$ cat config.mk
export PLATFORM = sky130hd
export DESIGN_NAME = refwin_freq_det
export DESIGN_NICKNAME = d
export VERILOG_FILES = /design/src/rtl/fed_pkg.sv /design/src/rtl/fed_edge_sync.sv /design/src/rtl/fed_win_counter.sv /design/src/rtl/fed_status_reg.sv /design/src/rtl/refwin_freq_det.sv
export SDC_FILE = /design/constraint.sdc
export NUM_CORES = 1
export LEC_CHECK = 0
export BUFFER_PORTS_ARGS = -buffer_cell sky130_fd_sc_hd__buf_2
export CAP_MARGIN = 10
export CORE_ASPECT_RATIO = 1.2
export CORE_MARGIN = 5
export CORE_UTILIZATION = 45
export DETAILED_ROUTE_END_ITERATION = 12
export PLACE_DENSITY = 0.7
export SLEW_MARGIN = 10
export SYNTH_ARGS = -nofsm -noshare
export SYNTH_HDL_FRONTEND = slang
export SYNTH_SLANG_ARGS = --single-unit
$ cat constraint.sdc
create_clock -name osc_clk -period 2.94 [get_ports osc_clk]
set_input_delay 0.588 -clock osc_clk [delete_from_list [all_inputs] [get_ports osc_clk]]
set_output_delay 0.588 -clock osc_clk [all_outputs]
set_load 0.03 [all_outputs]
$ cat src/rtl/fed_pkg.sv
package fed_pkg;
    localparam int CNT_W_DEF   = 10;
    localparam int SYNC_ST_DEF = 2;

    typedef enum logic [1:0] {
        ST_NONE = 2'd0,
        ST_SLOW = 2'd1,
        ST_FAST = 2'd2,
        ST_LOCK = 2'd3
    } fed_status_e;
endpackage

$ cat src/rtl/fed_edge_sync.sv
module fed_edge_sync #(
    parameter int STAGES = 2
) (
    input  logic clk,
    input  logic rst,
    input  logic async_in,
    output logic rise_o
);
    logic [STAGES:0] chain;

    genvar g;
    generate
        for (g = 0; g <= STAGES; g++) begin : g_stage
            if (g == 0) begin : g_first
                always_ff @(posedge clk) begin
                    if (rst) chain[0] <= 1'b0;
                    else     chain[0] <= async_in;
                end
            end else begin : g_next
                always_ff @(posedge clk) begin
                    if (rst) chain[g] <= 1'b0;
                    else     chain[g] <= chain[g-1];
                end
            end
        end
    endgenerate

    // chain[STAGES-1] is the synchronized level, chain[STAGES] its delayed copy
    assign rise_o = chain[STAGES-1] & ~chain[STAGES];
endmodule

$ cat src/rtl/fed_win_counter.sv
module fed_win_counter #(
    parameter int W = 10
) (
    input  logic         clk,
    input  logic         rst,
    input  logic         tick_i,
    output logic         armed_o,
    output logic [W-1:0] win_count_o
);
    localparam logic [W-1:0] MAXV = {W{1'b1}};

    logic [W-1:0] cnt;
    logic         armed;

    // edges since the last tick, including the closing edge
    assign win_count_o = (cnt == MAXV) ? MAXV : cnt + 1'b1;
    assign armed_o     = armed;

    always_ff @(posedge clk) begin
        if (rst) begin
            cnt   <= '0;
            armed <= 1'b0;
        end else if (tick_i) begin
            cnt   <= '0;
            armed <= 1'b1;
        end else begin
            cnt   <= win_count_o;
        end
    end
endmodule

$ cat src/rtl/fed_status_reg.sv
module fed_status_reg #(
    parameter int W = 10
) (
    input  logic                clk,
    input  logic                rst,
    input  logic                tick_i,
    input  logic                armed_i,
    input  logic [W-1:0]        win_count_i,
    input  logic [W-1:0]        target_i,
    output logic [W-1:0]        count_o,
    output fed_pkg::fed_status_e status_o,
    output logic                valid_o
);
    import fed_pkg::*;

    fed_status_e verdict;

    always_comb begin
        if (win_count_i < target_i)      verdict = ST_SLOW;
        else if (win_count_i > target_i) verdict = ST_FAST;
        else                             verdict = ST_LOCK;
    end

    always_ff @(posedge clk) begin
        if (rst) begin
            count_o  <= '0;
            status_o <= ST_NONE;
            valid_o  <= 1'b0;
        end else if (tick_i && armed_i) begin
            count_o  <= win_count_i;
            status_o <= verdict;
            valid_o  <= 1'b1;
        end else begin
            valid_o  <= 1'b0;
        end
    end
endmodule

$ cat src/rtl/refwin_freq_det.sv
module refwin_freq_det #(
    parameter int CNT_W   = fed_pkg::CNT_W_DEF,
    parameter int SYNC_ST = fed_pkg::SYNC_ST_DEF
) (
    input  logic             osc_clk,
    input  logic             rst,
    input  logic             ref_clk,
    input  logic [CNT_W-1:0] target_i,
    output logic [CNT_W-1:0] count_o,
    output logic             slow_o,
    output logic             fast_o,
    output logic             locked_o,
    output logic             valid_o
);
    import fed_pkg::*;

    logic             tick;
    logic             armed;
    logic [CNT_W-1:0] win_count;
    fed_status_e      status;

    fed_edge_sync #(.STAGES(SYNC_ST)) u_sync (
        .clk(osc_clk), .rst(rst), .async_in(ref_clk), .rise_o(tick)
    );

    fed_win_counter #(.W(CNT_W)) u_cnt (
        .clk(osc_clk), .rst(rst), .tick_i(tick),
        .armed_o(armed), .win_count_o(win_count)
    );

    fed_status_reg #(.W(CNT_W)) u_stat (
        .clk(osc_clk), .rst(rst), .tick_i(tick), .armed_i(armed),
        .win_count_i(win_count), .target_i(target_i),
        .count_o(count_o), .status_o(status), .valid_o(valid_o)
    );

    assign slow_o   = (status == ST_SLOW);
    assign fast_o   = (status == ST_FAST);
    assign locked_o = (status == ST_LOCK);
endmodule

After elaboration in Yosys (flattened, before gate mapping). Cells that the tools add are included.

$add $sub $neg: 1. Magnitude comparators: 2. Equality and inequality tests: 4. Muxes and demuxes: 4. Bitwise gates (word level): 2. Reduce and logical (&&, ||, !) cells: 2.

Operators with widths (count): 10-bit by 1-bit adder with 10-bit output, second input constant (1); 10-bit == test, second input constant (1); 10-bit > comparator (1); 10-bit less-than comparator (1); 10-bit two-way mux (1); 2-bit == test, second input constant (2); 2-bit by 1-bit == test with 1-bit output, second input constant (1); 1-bit two-way mux (2); 2-bit two-way mux (1); 2-bit OR reduction (1); 1-bit bitwise AND (1); 1-bit logical AND (1); 1-bit NOT (1).

Register bits: 27. Bits of input ports: 13. Logic and storage cells: 23.

Logic depth before layout (Yosys ltp).
Word-level depth: 5. Depth in mapped cells: 11. Depth with buffers taken out: 10.

Hierarchy. From an unflattened synthesis, not the netlist that was laid out.

Cells, all modules: 167. Area, all modules: 1376.3 um2.

Modules (own cells, without submodules): fed_status_reg (times used 1, cells an instance 90, area an instance 711.9 um2, sequential area each 260.2 um2); fed_win_counter (times used 1, cells an instance 67, area an instance 554.3 um2, sequential area each 220.2 um2); fed_edge_sync (times used 1, cells an instance 7, area an instance 87.6 um2, sequential area each 60.1 um2); refwin_freq_det (times used 1, cells an instance 3, area an instance 22.5 um2, sequential area each 0.0 um2).

Worst setup path before layout. OpenSTA, ideal clock, no wires.

Kind: flip-flop to flip-flop. Start point: register u_cnt.cnt[0]. End point: register u_stat.status_o[0]. Arrival: 2315 ps. Required time: 2802 ps. Path slack: 487 ps. Cell stages (with the launch flop): 12. Path buffers: 1. Period minus slack after synthesis: 2453 ps. Cells stage by stage: dfxtp_1 > ha_1 > and4_1 > buf_6 > nand3_1 > mux2i_1 > inv_1 > ha_1 > nand4_1 > or2_2 > o221ai_1 > a311oi_1.

Cells in the longest elaborated chain, start to end: 5.

RTL lines: start, declared (line fed_win_counter.sv:12) `logic [W-1:0] cnt;`; start signal, assigned (line fed_win_counter.sv:27) `cnt <= win_count_o;`; 10-bit by 1-bit adder with 10-bit output or 10-bit == test (tied branches) (line fed_win_counter.sv:16) `assign win_count_o = (cnt == MAXV) ? MAXV : cnt + 1'b1;`; 10-bit two-way mux (*) (line fed_win_counter.sv:16); via u_cnt.win_count_o[8] (line fed_win_counter.sv:8) `output logic [W-1:0] win_count_o`; 10-bit > comparator (line fed_status_reg.sv:20) `else if (win_count_i > target_i) verdict = ST_FAST;`; 1-bit two-way mux (line fed_status_reg.sv:20); 2-bit two-way mux (*) (line fed_status_reg.sv:19) `if (win_count_i < target_i) verdict = ST_SLOW;`; end signal, assigned (line fed_status_reg.sv:31) `status_o <= verdict;`; end, declared (line fed_status_reg.sv:11) `output fed_pkg::fed_status_e status_o,`.

The timed path passes the listed nets; every way through them passes the cells marked *. A chain may end at the register's enable or synchronous reset.

Final worst setup path. Ends and elaborated chain as after synthesis.

==> metrics.txt <==
FFs w/ async S/R, synth=0%; number of global-route vias before repair=1,030; GRT Max-Usage Layer=met2; Synth Flop Type=dfxtp_1; initial antenna violation count=0; Overall Power=608 uW; TritonCTS clock tree=built; Final Setup Violations=0; CTS clk-pin slew, worst paths=150 ps; Root Buffer=clkbuf_4; # diodes=0; GR Util met3=2.22%; share of power burned in registers=62.3%; status=complete, no violations; DRC=0; clk_skew=5.05 ps; total global routing overflow=0; number of DRC markers in iteration 0=7; Syn Std Cell Area=1370 um2; GRT Overall Usage=14.1%; WP data arrival=2840 ps; Critical Path Source Type=flip-flop; maximum VDD drop=0.000308 V; PwrDens=393 nW/um2; Mapped Nets=175; clk sinks=27; largest net degree at the start of global routing=19; Post-synth EDFFs=0; internal power=451 uW; clock power share=27.6%; Worst Max-Slew Pin Slew=712 ps; Post-CTS Hold Fix Bufs=0; total wire length=2.85 mm; hold_ws=457 ps; Leakage=0.000808 uW; R2R Path Start=u_cnt.cnt[0]; total of max-cap violations=0; WP data required=3130 ps; vias per cell=5.29; total die area=4250 um2; Detailed Place HPWL=2.24 mm; sequential area share after synthesis=39.5%; synth top area cells=dfxtp_1, ha_1, nor2_1; first-pass GRT wire length=4.57 mm; IO Port Bufs=26; Vias=1,126; Tmin final=2650 ps; hold depth=2; Hold WC Path Type=primary input to flip-flop; Final Cycle Share=90.0%; Hold Violations, Final=0; Synth Area per Inst=9.06 um2; Logic pwr share=10.1%; post-synth top area cell=dfxtp_1; Skew-Pair Late Insertion Delay=330 ps; Clock Path Buffers=2; P_sw=156 uW; Worst slew margin=52.5%; Post-CTS Setup Repair Bufs=0; R2R Setup Slk=290 ps; worst flop-to-flop path endpoint=u_stat.status_o[0]; Num CTS Buffers=3; H-tree levels=1; Setup TNS=0 ps; hold path startpoint=ref_clk; Core Area=3000 um2; Sw Share=25.7%; synth unique cells=37; fmax=378 MHz; Post-DRT Antenna Nets=0; RSZ-0062 raised after global routing=no; GR Layer Usage met1=17.0%; Worst Reg-to-Reg Cells=10; layout cell share with drive strength beyond 1=26.0%; Hold Path End=u_sync.chain[0]; Die H=70.4 um; Slew Limit Fails=0; CP Max Fanout=5; Setup CP Type=flip-flop to flip-flop; nets=202; routed len/inst=13.4 um; width of the die=60.3 um; kind of end point of the critical path=flip-flop; Rows=22; grt met2 use=24.8%; Pre-Repair DR Iteration Count=2; Initial Utilization=45.6%; Cells after Synth=151; Top Ports=27; yosys warns=0; Final GP Congestion=0.874; Layout area overhead=13.2%; synthesis-stage register bit count=27; share of Yosys cell area claimed by the top area cell type=39.5%
timing repair:
item | in CTS | in global routing
endpoints found under the setup margin | 0 | 1
resized for setup | 0 | 1
endpoints found under the hold margin | 0 | 0
critical path: stages, from the launching register on:
cell and delay, ps:
dfxtp_1 400, ha_1 240, and4_2 320, nand3_1 110, mux2i_1 230, inv_1 70, ha_1 310, nand4_1 140
or2_2 320, o221ai_1 240, a311oi_1 120
per-stage QoR:
step                      setup slack (ps)  instances  utilization, %  instance area [um2]
final                                  294        213            51.6                 1550
after floorplan                        487        151               -                 1370
after CTS                              248        213            51.5                 1550
after global placement                 335        209            50.5                 1520
after detailed placement               252        209            50.5                 1520
after global routing                  14.4        213            51.6                 1550
sequential cells by signal (all words and copies together) (netlist names):
register and cells:
u_cnt.armed_o 1, u_stat.valid_o 1, u_stat.count_o 10, u_stat.status_o 2, u_cnt.cnt 10, u_sync.chain 3
per-layer routing:
| layer | share of wire, % | wire length (um) | vias to the layer above |
|---|---|---|---|
| li1 | - | - | 576 |
| met1 | 44 | 1240 | 531 |
| met2 | 53 | 1520 | 13 |
| met3 | 2.0 | 58 | 6 |
| met4 | 1.2 | 35 | 0 |
| met5 | 0 | 0 | - |
final cells by class:
class | instances | area (um2)
fill | 292 | 1450
timing repair buffer | 27 | 138
inverter | 18 | 67.6
sequential | 27 | 541
tap | 36 | 45.0
clock inverter | 1 | 7.51
multi-input combinational | 101 | 727
clock buffer | 3 | 22.5
synthesized netlist by cell type (all sizes together) (3+ instances only):
library cell / n
a211oi: 6
a21oi: 9
a31oi: 4
and2: 4
and4: 3
buf: 3
dfxtp: 27
ha: 11
inv: 18
nand2: 4
nand2b: 6
nand3: 5
nor2: 19
nor2b: 6
o21a: 3
o22ai: 3
cells by family (layout without fill, tap and decap cells):
| family | after synthesis | in the layout | synth area share, % |
|---|---|---|---|
| muxes | 2 | 2 | 1.46 |
| adders and majority gates | 11 | 11 | 10.1 |
| xor gates and xnor gates | 2 | 2 | 1.28 |
| AOI/OAI and AO/OA | 34 | 34 | 18.4 |
| and+or+nand+nor | 52 | 52 | 21.9 |
| DFF | 27 | 27 | 39.5 |
| buffers and inverters | 23 | 49 | 7.41 |
power groups by stage:
stage | registers (uW) | clock network [uW] | logic [uW]
6_report | 379 | 168 | 61.1
5_1_grt | 380 | 191 | 68.5
4_1_cts | 379 | 168 | 61.5
3_5_place_dp | 386 | 0 | 60.9
3_3_place_gp | 386 | 0 | 58.9
2_1_floorplan | 388 | 0 | 39.1
layout by cell type (no fill, tap or decap), types with 2 or more instances in the layout:
| cell | instances |
|---|---|
| dfxtp_1 | 27 |
| buf_2 | 26 |
| nor2_1 | 19 |
| inv_1 | 18 |
| ha_1 | 11 |
| a21oi_1 | 9 |
| nand2b_1 | 6 |
| nor2b_1 | 5 |
| a31oi_1 | 4 |
| nand3_1 | 4 |
| and2_1 | 3 |
| nand2_1 | 3 |
| a211oi_1 | 3 |
| a211oi_2 | 3 |
| o22ai_1 | 3 |
| clkbuf_4 | 3 |
| and4_2 | 2 |
| o21a_1 | 2 |
| xor2_1 | 2 |
| mux2i_1 | 2 |
| nand4_1 | 2 |
| or2_2 | 2 |
| a21o_1 | 2 |
| a41o_1 | 2 |
| a311oi_1 | 2 |
worst max-delay path by stage:
stage                             from                 end  slack [ps]  cells past startpoint
final                     u_cnt.cnt[0]  u_stat.status_o[0]         290                     10
after floorplan           u_cnt.cnt[0]  u_stat.status_o[0]         490                     11
after CTS                 u_cnt.cnt[0]  u_stat.status_o[0]         250                     10
after global routing      u_cnt.cnt[0]  u_stat.status_o[0]          10                     10
after detailed placement  u_cnt.cnt[0]  u_stat.status_o[0]         250                     10
after global placement    u_cnt.cnt[0]  u_stat.status_o[0]         340                     10
No activity file was read; power rests on OpenSTA's default activity.
